[config.mk]
export PLATFORM = sky130hd
export DESIGN_NAME = useq_branch_ctl
export DESIGN_NICKNAME = d
export VERILOG_FILES = /design/src/rtl/useq_pkg.sv /design/src/rtl/useq_decode.sv /design/src/rtl/useq_stack.sv /design/src/rtl/useq_next.sv /design/src/rtl/useq_branch_ctl.sv
export SDC_FILE = /design/constraint.sdc
export NUM_CORES = 1
export LEC_CHECK = 0
export ABC_AREA = 1
export CAP_MARGIN = 0
export CELL_PAD_IN_SITES_DETAIL_PLACEMENT = 1
export CELL_PAD_IN_SITES_GLOBAL_PLACEMENT = 2
export CORE_MARGIN = 4
export CORE_UTILIZATION = 30
export CTS_CLUSTER_SIZE = 40
export DETAILED_ROUTE_END_ITERATION = 10
export HOLD_SLACK_MARGIN = 0.12
export PLACE_DENSITY = 0.79
export SLEW_MARGIN = 5
export SYNTH_ARGS = -nofsm -noshare
export SYNTH_HDL_FRONTEND = slang
export SYNTH_HIERARCHICAL = 1
export SYNTH_SLANG_ARGS = --single-unit
[constraint.sdc]
create_clock -name clk -period 3.15 [get_ports clk]
set_clock_uncertainty 0.05 [all_clocks]
set_input_delay 0.63 -clock clk [delete_from_list [all_inputs] [get_ports clk]]
set_output_delay 0.63 -clock clk [all_outputs]
set_load 0.05 [all_outputs]
[src/rtl/useq_pkg.sv]
package useq_pkg;

    typedef enum logic [2:0] {
        OP_WIPE     = 3'd0,
        OP_STEP     = 3'd1,
        OP_GOPL     = 3'd2,
        OP_GOVEC    = 3'd3,
        OP_DISPATCH = 3'd4,
        OP_CALL     = 3'd5,
        OP_RET      = 3'd6,
        OP_AGAIN    = 3'd7
    } op_e;

    typedef enum logic [1:0] {
        NS_INC = 2'd0,
        NS_STK = 2'd1,
        NS_JMP = 2'd2,
        NS_CUR = 2'd3
    } nsel_e;

    typedef enum logic [1:0] {
        SRC_NONE = 2'd0,
        SRC_PL   = 2'd1,
        SRC_MAP  = 2'd2,
        SRC_VEC  = 2'd3
    } src_e;

    typedef struct packed {
        nsel_e sel;
        logic  oe_pl;
        logic  oe_map;
        logic  oe_vec;
        logic  s_clr;
        logic  s_en;
        logic  s_push;
        logic  s_pop;
    } ctl_t;

    function automatic logic [2:0] src_enables(src_e s);
        logic [2:0] e;
        e = 3'b000;
        case (s)
            SRC_PL:  e = 3'b100;
            SRC_MAP: e = 3'b010;
            SRC_VEC: e = 3'b001;
            default: e = 3'b000;
        endcase
        return e;
    endfunction

endpackage

[src/rtl/useq_decode.sv]
module useq_decode
    import useq_pkg::*;
(
    input  logic [2:0] op,
    input  logic       fail,
    output ctl_t       ctl
);
    src_e src;
    logic clr, push, pop;
    nsel_e sel;

    always_comb begin
        sel  = NS_INC;
        src  = SRC_NONE;
        clr  = 1'b0;
        push = 1'b0;
        pop  = 1'b0;
        case (op_e'(op))
            OP_WIPE: begin
                clr = 1'b1;
            end
            OP_STEP: begin
                if (fail) begin
                    sel = NS_JMP;
                    src = SRC_PL;
                end
            end
            OP_GOPL: begin
                sel = NS_JMP;
                src = SRC_PL;
            end
            OP_GOVEC: begin
                sel = NS_JMP;
                src = SRC_VEC;
            end
            OP_DISPATCH: begin
                sel = NS_JMP;
                src = fail ? SRC_VEC : SRC_MAP;
            end
            OP_CALL: begin
                sel  = NS_JMP;
                src  = SRC_PL;
                push = ~fail;
            end
            OP_RET: begin
                sel = NS_STK;
                pop = 1'b1;
            end
            OP_AGAIN: begin
                if (fail) begin
                    sel = NS_JMP;
                    src = SRC_PL;
                end else begin
                    sel = NS_CUR;
                end
            end
            default: sel = NS_INC;
        endcase
    end

    always_comb begin
        ctl        = '0;
        ctl.sel    = sel;
        {ctl.oe_pl, ctl.oe_map, ctl.oe_vec} = src_enables(src);
        ctl.s_clr  = clr;
        ctl.s_push = push;
        ctl.s_pop  = pop;
        ctl.s_en   = clr | push | pop;
    end

endmodule

[src/rtl/useq_stack.sv]
module useq_stack #(
    parameter int W     = 8,
    parameter int DEPTH = 4
) (
    input  logic         clk,
    input  logic         rst,
    input  logic         en,
    input  logic         clr,
    input  logic         push,
    input  logic         pop,
    input  logic [W-1:0] din,
    output logic [W-1:0] top
);
    localparam int CW = $clog2(DEPTH + 1);

    logic [CW-1:0] cnt;
    logic [W-1:0]  mem [DEPTH];
    logic          full, empty, do_push, do_pop;

    assign full    = (cnt == CW'(DEPTH));
    assign empty   = (cnt == '0);
    assign do_push = en & push & ~clr & ~full;
    assign do_pop  = en & pop & ~clr & ~push & ~empty;

    always_ff @(posedge clk) begin
        if (rst || (en && clr)) begin
            cnt <= '0;
        end else if (do_push) begin
            cnt <= cnt + 1'b1;
        end else if (do_pop) begin
            cnt <= cnt - 1'b1;
        end
    end

    for (genvar i = 0; i < DEPTH; i++) begin : g_slot
        always_ff @(posedge clk) begin
            if (rst) begin
                mem[i] <= '0;
            end else if (do_push && cnt == CW'(i)) begin
                mem[i] <= din;
            end
        end
    end

    always_comb begin
        top = '0;
        for (int j = 0; j < DEPTH; j++) begin
            if (cnt == CW'(j + 1)) top = mem[j];
        end
    end


    depth_bound_chk: assert property (@(posedge clk) disable iff (rst)
        cnt <= CW'(DEPTH));


    full_push_keep_chk: assert property (@(posedge clk) disable iff (rst)
        (full && push && en && !clr) |=> (cnt == CW'(DEPTH)));


    empty_pop_chk: assert property (@(posedge clk) disable iff (rst)
        (empty && pop && en && !clr && !push) |=> empty);


    empty_top_zero_chk: assert property (@(posedge clk) disable iff (rst)
        empty |-> (top == '0));

endmodule

[src/rtl/useq_next.sv]
module useq_next
    import useq_pkg::*;
#(
    parameter int W = 8
) (
    input  nsel_e        sel,
    input  logic         oe_pl,
    input  logic         oe_map,
    input  logic         oe_vec,
    input  logic [W-1:0] cur,
    input  logic [W-1:0] stk_top,
    input  logic [W-1:0] pl_addr,
    input  logic [W-1:0] map_addr,
    input  logic [W-1:0] vec_addr,
    output logic [W-1:0] nxt,
    output logic [W-1:0] ret
);
    logic [W-1:0] jbus;

    assign ret  = cur + 1'b1;
    assign jbus = ({W{oe_pl}} & pl_addr) | ({W{oe_map}} & map_addr)
                | ({W{oe_vec}} & vec_addr);

    always_comb begin
        case (sel)
            NS_INC:  nxt = ret;
            NS_STK:  nxt = stk_top;
            NS_JMP:  nxt = jbus;
            default: nxt = cur;
        endcase
    end

endmodule

[src/rtl/useq_branch_ctl.sv]
module useq_branch_ctl
    import useq_pkg::*;
#(
    parameter int ADDR_W    = 8,
    parameter int STK_DEPTH = 4
) (
    input  logic              clk,
    input  logic              rst,
    input  logic [2:0]        op,
    input  logic              fail,
    input  logic [ADDR_W-1:0] pl_addr,
    input  logic [ADDR_W-1:0] map_addr,
    input  logic [ADDR_W-1:0] vec_addr,
    output logic [ADDR_W-1:0] addr,
    output logic [1:0]        nsel,
    output logic              oe_pl,
    output logic              oe_map,
    output logic              oe_vec,
    output logic              stk_clr,
    output logic              stk_en,
    output logic              stk_push,
    output logic              stk_pop
);
    ctl_t              ctl;
    logic [ADDR_W-1:0] addr_q, nxt, ret, top;

    useq_decode u_dec (
        .op   (op),
        .fail (fail),
        .ctl  (ctl)
    );

    useq_stack #(.W(ADDR_W), .DEPTH(STK_DEPTH)) u_stk (
        .clk  (clk),
        .rst  (rst),
        .en   (ctl.s_en),
        .clr  (ctl.s_clr),
        .push (ctl.s_push),
        .pop  (ctl.s_pop),
        .din  (ret),
        .top  (top)
    );

    useq_next #(.W(ADDR_W)) u_nxt (
        .sel      (ctl.sel),
        .oe_pl    (ctl.oe_pl),
        .oe_map   (ctl.oe_map),
        .oe_vec   (ctl.oe_vec),
        .cur      (addr_q),
        .stk_top  (top),
        .pl_addr  (pl_addr),
        .map_addr (map_addr),
        .vec_addr (vec_addr),
        .nxt      (nxt),
        .ret      (ret)
    );

    always_ff @(posedge clk) begin
        if (rst) addr_q <= '0;
        else     addr_q <= nxt;
    end

    assign addr     = addr_q;
    assign nsel     = ctl.sel;
    assign oe_pl    = ctl.oe_pl;
    assign oe_map   = ctl.oe_map;
    assign oe_vec   = ctl.oe_vec;
    assign stk_clr  = ctl.s_clr;
    assign stk_en   = ctl.s_en;
    assign stk_push = ctl.s_push;
    assign stk_pop  = ctl.s_pop;


    src_onehot_chk: assert property (@(posedge clk) disable iff (rst)
        $onehot0({oe_pl, oe_map, oe_vec}));


    jump_has_src_chk: assert property (@(posedge clk) disable iff (rst)
        (nsel == 2'd2) |-> ($countones({oe_pl, oe_map, oe_vec}) == 1));


    push_pop_excl_chk: assert property (@(posedge clk) disable iff (rst)
        !(stk_push && stk_pop) && !(stk_clr && (stk_push || stk_pop)));


    hold_addr_chk: assert property (@(posedge clk) disable iff (rst)
        (nsel == 2'd3) |=> $stable(addr));


    inc_addr_chk: assert property (@(posedge clk) disable iff (rst)
        (nsel == 2'd0) |=> (addr == $past(addr) + 1'b1));


    reset_addr_chk: assert property (@(posedge clk)
        rst |=> (addr == '0));

endmodule

==> results.py, run 1 <==
metrics = {
    "synthesis": {
        "yosysMostFrequentCell": "nand2_1",
        "syn_inst": 381,
        "yosys-top-cells-count": "nand2_1, nor2_1, nand3_1",
        "synth-seq-cells": 43,
        "synth_area_mm2": 0.002738,
        "yosysWarnings": 6,
        "synthFlopType": "edfxtp_1",
        "synth.distinct_cells": 26,
        "syn-num-nets": 418,
        "synth_top_cell_area_share_pct": 35.10,
        "syn_area_per_cell_um2": 7.185,
        "synth_area_leaders": "edfxtp_1, nand2_1, nor2_1, nand3_1, dfxtp_1",
        "synth_edf_count": 32,
        "synth_top_area_cell": "edfxtp_1",
        "ys_async_sr_fraction_pct": 0,
        "synth.yosys.seq_area_share_pct": 43.14,
    },
    "worst_setup_path": {
        "cp_slowest_stage_delay_ns": 0.64,
        "cp_data_arrival_time_ns": 2.03,
        "cp_max_fo": 8,
        "end_kind": "primary output",
        "worstPathRequired_ns": 2.47,
        "path_cells": "clkdlybuf4s50_1, nor2_2, nand2_1, nand2_1, nor2_1, nand2_1, buf_12",
        "worst_setup_path_start_kind": "input port",
        "cp.buffers_inverters": 2,
        "cpMostUsedCell": "nand2_1",
        "crit_type": "input port to primary output",
        "cp_top_family": "buffers and inverters",
        "worst_path_max_delay_cell": "clkdlybuf4s50_1",
    },
    "global_routing": {
        "overflow": 0,
        "grt_start_max_net_pins": 18,
        "grt_pass1_wl_um": 12320,
        "grt_pass1_vias": 2601,
        "grt_usage_pct": 13.97,
        "antenna_found_initial": 0,
    },
    "route": {
        "final_antenna_net_count": 0,
        "drt-wirelength-per-cell_um": 13.44,
        "drtIter0Drc": 62,
        "vias": 2475,
        "drt_pass1_iterations": 4,
        "drc": 0,
        "wirelength_um": 7269,
        "vias_per_cell": 4.575,
    },
    "pwr": {
        "switchingPower_w": 0.0003706,
        "share_comb_of_total_power_pct": 22.7,
        "peakVddDrop_mv": 0.1932,
        "clkPwrFrac_pct": 26.5,
        "cellPowerDensity_mw_per_mm2": 363.7,
        "seqPwrFrac_pct": 50.7,
        "internal-power_w": 0.0009001,
        "leakage_nw": 1.490,
        "switching_share_pct": 29.16,
    },
    "cts": {
        "cts_buffers": 5,
        "htreeDepth": 2,
        "cts_tree": "done",
        "clk-insertion-delay-late_ns": 0.29,
        "cts_root_buf": "clkbuf_8",
        "clk_path_buf_depth": 2,
        "cts.sinks": 43,
        "cts_setup_buffers": 0,
        "cts.clk_slew.worst_paths_ns": 0.08,
        "postCtsResizedCells": 0,
        "ctsHoldBuffers": 0,
    },
    "run_status": {
        "status": "completed",
    },
    "layout": {
        "final_nets": 469,
        "finalInstanceArea_mm2": 0.003493,
        "final_core_util_pct": 39.67,
        "fin_cells": 541,
        "fillers": 1103,
        "diodes": 0,
        "syn_to_final_growth_pct": 27.61,
        "seq_area_mm2": 0.001181,
        "drive_gt1_share_pct": 10.85,
        "multiInputGateArea_mm2": 0.001305,
    },
    "place": {
        "pre_cts_slack_ns": 0.2221,
        "numPortBuffers": 46,
        "post-dp-hpwl_um": 6019,
        "place_inst": 533,
        "post_dp_cell_area_mm2": 0.003412,
        "gp_congestion": 0.7603,
    },
    "sta": {
        "setup_ws_ns": 0.4412,
        "relSlewSlack_pct": 65.70,
        "min_period_ns": 2.709,
        "setup_viol": 0,
        "period_share_pct": 85.99,
        "setup_tns_ns": 0,
        "fmax_ghz": 0.3692,
        "rsz0062_at_grt": "false",
        "hold_viol": 0,
        "tightest_slew_ns": 0.5130,
        "drv_slew": 0,
    },
    "die": {
        "coreArea_mm2": 0.008806,
        "io_pins": 47,
        "die_width_um": 103.5,
        "die_h_um": 103.5,
        "die_area_mm2": 0.01072,
        "start_util_pct": 31.09,
        "num_rows": 34,
    },
    "run": {
        "maxCapViolations": 0,
    },
    "min_path": {
        "hold_path_class": "flop to flop",
    },
}
power by group through the flow:
stage	Clock [W]	Sequential [W]	Combinational, W
finish	0.000337	0.000645	0.000289
global placement	0	0.000657	0.000291
detailed placement	0	0.000658	0.000294
global route	0.000371	0.000649	0.000319
floorplan	0	0.000683	0.000137
CTS	0.000347	0.000645	0.000295
sequential cells by signal, summed over array words and instances (netlist names):
signal / cells
u_stk/mem: 32
u_stk/cnt: 3
addr: 8
worst reg2reg max path: cells and delay by family (launching register included):
| family | cells | cell delay (ns) |
|---|---|---|
| AO/OA/AOI/OAI | 1 | 0.16 |
| buffers and inverters | 2 | 0.48 |
| flip-flops | 1 | 0.39 |
| AND/OR/NAND/NOR | 7 | 0.62 |
| adder cells (fa/ha/maj) | 2 | 0.35 |
layer usage:
metal / global-route usage [%] / up-vias / share of wire, %
li1: - / 1302 / -
met1: 16.41 / 1141 / 44
met2: 26.17 / 24 / 53
met3: 2.550 / 8 / 2.4
met4: 3.419 / 0 / 1.1
met5: 0 / - / 0
placed cells by master, fill, tap and decap left out:
cell             count
buf_4                8
nand3b_1             2
edfxtp_1            32
nand4_2              1
nand4_1              4
clkbuf_1             2
a21oi_1              2
ha_1                 7
o21ai_1              4
a21boi_1             6
buf_12               9
clkinv_2             1
inv_1               39
nand2_2              4
nand3_2              4
nor2_1              71
nor2_2               5
clkbuf_8             5
nand2_1            115
nor2_4               2
clkinv_1             1
and2_1               3
xor2_1               1
o21ai_0              4
clkdlybuf4s50_1     37
nand3_1             45
dfxtp_1             11
inv_2                8
cell families (layout without fill, tap and decap cells):
| kind of cell | Yosys count | count (layout) | synth area share, % |
|---|---|---|---|
| buffers and inverters | 58 | 110 | 9.186 |
| XOR/XNOR | 1 | 1 | 0.3200 |
| flip-flops | 43 | 43 | 43.14 |
| AND/OR/NAND/NOR | 256 | 256 | 40.68 |
| AO/OA/AOI/OAI | 16 | 16 | 3.473 |
| adder cells (fa/ha/maj) | 7 | 7 | 3.199 |
per-stage QoR:
stage | hold WS, ns | total power [W]
finish | 0.4849 | 0.001271
global route | 0.5290 | 0.001339
CTS | 0.4909 | 0.001287
detailed placement | 0.4786 | 0.0009522
global placement | 0.4878 | 0.0009476
floorplan | 0.4455 | 0.0008198
cell type report:
class / count / area share [%]
Multi-Input combinational cell: 280 / 37.36
Sequential cell: 43 / 33.81
Timing Repair Buffer: 54 / 17.48
Inverter: 48 / 5.158
Tap cell: 108 / 3.868
Clock buffer: 7 / 2.185
Clock inverter: 1 / 0.1433
worst paths after layout:
path,cells past startpoint,from,slack [ns],end
setup reg to reg,12,u_stk/cnt[1]$_SDFFE_PP0P_,0.98,addr[7]$_SDFF_PP0_
hold reg to reg,2,u_stk/cnt[0]$_SDFFE_PP0P_,0.48,u_stk/cnt[0]$_SDFFE_PP0P_
setup / recovery,7,op[0],0.44,nsel[1]
hold / removal,2,u_stk/cnt[0]$_SDFFE_PP0P_,0.48,u_stk/cnt[0]$_SDFFE_PP0P_
No activity file was read; power rests on OpenSTA's default activity.
==> run 2, diff against run 1 <==
--- a/config.mk
+++ b/config.mk
@@ -10,11 +10,12 @@
 export CELL_PAD_IN_SITES_DETAIL_PLACEMENT = 1
 export CELL_PAD_IN_SITES_GLOBAL_PLACEMENT = 2
 export CORE_MARGIN = 4
-export CORE_UTILIZATION = 30
+export CORE_UTILIZATION = 35
 export CTS_CLUSTER_SIZE = 40
 export DETAILED_ROUTE_END_ITERATION = 10
+export DONT_BUFFER_PORTS = 1
 export HOLD_SLACK_MARGIN = 0.12
-export PLACE_DENSITY = 0.79
+export PLACE_DENSITY = 0.77
 export SLEW_MARGIN = 5
 export SYNTH_ARGS = -nofsm -noshare
 export SYNTH_HDL_FRONTEND = slang
==> results.py, run 2 (synthesis gave the netlist of run 1 again) <==
metrics = {
    "run_status": {
        "status": "completed",
    },
    "sta": {
        "setup_tns_ns": 0,
        "relSlewSlack_pct": 43.75,
        "min_period_ns": 2.179,
        "setup_viol": 0,
        "fmax_ghz": 0.4589,
        "drv_slew": 0,
        "period_share_pct": 69.17,
        "tightest_slew_ns": 0.8436,
        "holdWs_ns": 0.3511,
        "rsz0062_at_grt": "false",
        "hold_viol": 0,
    },
    "pwr": {
        "clkPwrFrac_pct": 28.8,
        "share_comb_of_total_power_pct": 14.6,
        "switchingPower_w": 0.0003599,
        "internal-power_w": 0.0008309,
        "peakVddDrop_mv": 0.1369,
        "leakage_nw": 1.277,
        "seqPwrFrac_pct": 56.7,
        "switching_share_pct": 30.22,
        "cellPowerDensity_mw_per_mm2": 404.1,
    },
    "cts": {
        "postCtsResizedCells": 0,
        "clk_path_buf_depth": 2,
        "cts_setup_buffers": 0,
        "cts.clk_slew.worst_paths_ns": 0.08,
        "cts_root_buf": "clkbuf_8",
        "htreeDepth": 2,
        "ctsHoldBuffers": 0,
        "cts.sinks": 43,
        "clk-insertion-delay-late_ns": 0.29,
        "cts_buffers": 5,
        "cts_tree": "done",
    },
    "worst_setup_path": {
        "cp_data_arrival_time_ns": 1.50,
        "cp_max_fo": 7,
        "crit_type": "input port to primary output",
        "worst_setup_path_start_kind": "input port",
        "end_kind": "primary output",
        "worstPathRequired_ns": 2.47,
    },
    "place": {
        "numPortBuffers": 0,
        "post-dp-hpwl_um": 5716,
        "gp_congestion": 0.7424,
        "post_dp_cell_area_mm2": 0.002861,
    },
    "die": {
        "die_width_um": 96.44,
        "io_pins": 47,
        "start_util_pct": 36.95,
        "die_h_um": 96.44,
        "num_rows": 31,
        "die_area_mm2": 0.009301,
        "coreArea_mm2": 0.007408,
    },
    "route": {
        "vias_per_cell": 4.959,
        "drt-wirelength-per-cell_um": 14.83,
        "drc": 0,
        "vias": 2415,
        "final_antenna_net_count": 0,
        "drtIter0Drc": 83,
        "wirelength_um": 7220,
        "drt_pass1_iterations": 4,
    },
    "layout": {
        "diodes": 0,
        "fillers": 946,
        "drive_gt1_share_pct": 10.57,
        "final_nets": 424,
        "multiInputGateArea_mm2": 0.001309,
        "final_core_util_pct": 39.77,
        "seq_area_mm2": 0.001181,
        "final_common_cell": "nand2_1",
        "largest_reg_flops": 32,
        "finalInstanceArea_mm2": 0.002947,
        "final_cell_mix": "nand2_1, nor2_1, nand3_1",
        "top_register": "u_stk/mem",
        "syn_to_final_growth_pct": 7.633,
    },
    "run": {
        "maxCapViolations": 0,
    },
    "global_routing": {
        "grt_util_met2_pct": 31.95,
        "use_met1_pct": 19.97,
        "met3_usage_pct": 3.486,
        "grt_busiest_layer": "met2",
        "grt_pass1_vias": 2572,
        "grt_start_max_net_pins": 18,
        "overflow": 0,
        "antenna_found_initial": 0,
        "grt_usage_pct": 17.10,
        "grt_pass1_wl_um": 12220,
    },
    "min_path": {
        "hold_path_class": "input port to flop",
    },
}
[run 2: path summary, 6_finish.rpt]
| kind | cells after the start | slack (ns) | end | from |
|---|---|---|---|---|
| worst min register to register | 2 | 0.50 | u_stk/cnt[0]$_SDFFE_PP0P_ | u_stk/cnt[0]$_SDFFE_PP0P_ |
| worst max-delay path | 4 | 0.97 | oe_pl | op[2] |
| worst min-delay path | 1 | 0.35 | addr[3]$_SDFF_PP0_ | rst |
| worst max register to register | 12 | 0.98 | addr[3]$_SDFF_PP0_ | u_stk/cnt[1]$_SDFFE_PP0P_ |
[run 2: metrics by stage]
step | total power (W) | setup WS (ns) | std cells
after floorplan | 0.0008198 | 0.1754 | 381
after global placement | 0.0008585 | 0.7863 | 479
after detailed placement | 0.0008653 | 0.7699 | 479
after CTS | 0.001210 | 0.8940 | 487
after global routing | 0.001256 | 0.6750 | 487
final | 0.001191 | 0.9710 | 487
[run 2: layout make-up]
cell class	count	share of cell area [%]
Clock buffer	6	2.463
Sequential cell	43	40.08
Multi-Input combinational cell	280	44.42
Inverter	48	6.115
Tap cell	99	4.204
Clock inverter	2	0.4246
Timing Repair Buffer	9	2.293
[run 2: critical path, stage by stage]
cell and delay, ns:
inv_2 0.03, nor2_1 0.11, nor2_1 0.07, o21ai_2 0.65
[run 2: layer usage]
layer	vias up	share of wire, %
li1	1215	-
met1	1176	43
met2	22	54
met3	2	2.7
met4	0	0.43
met5	-	0
[run 2: power groups by stage]
stage	registers [W]	clock network (W)	logic (W)
floorplan	0.000683	0	0.000137
global placement	0.000687	0	0.000171
detailed placement	0.000689	0	0.000176
CTS	0.000676	0.000358	0.000177
global route	0.000679	0.000380	0.000196
finish	0.000675	0.000343	0.000173
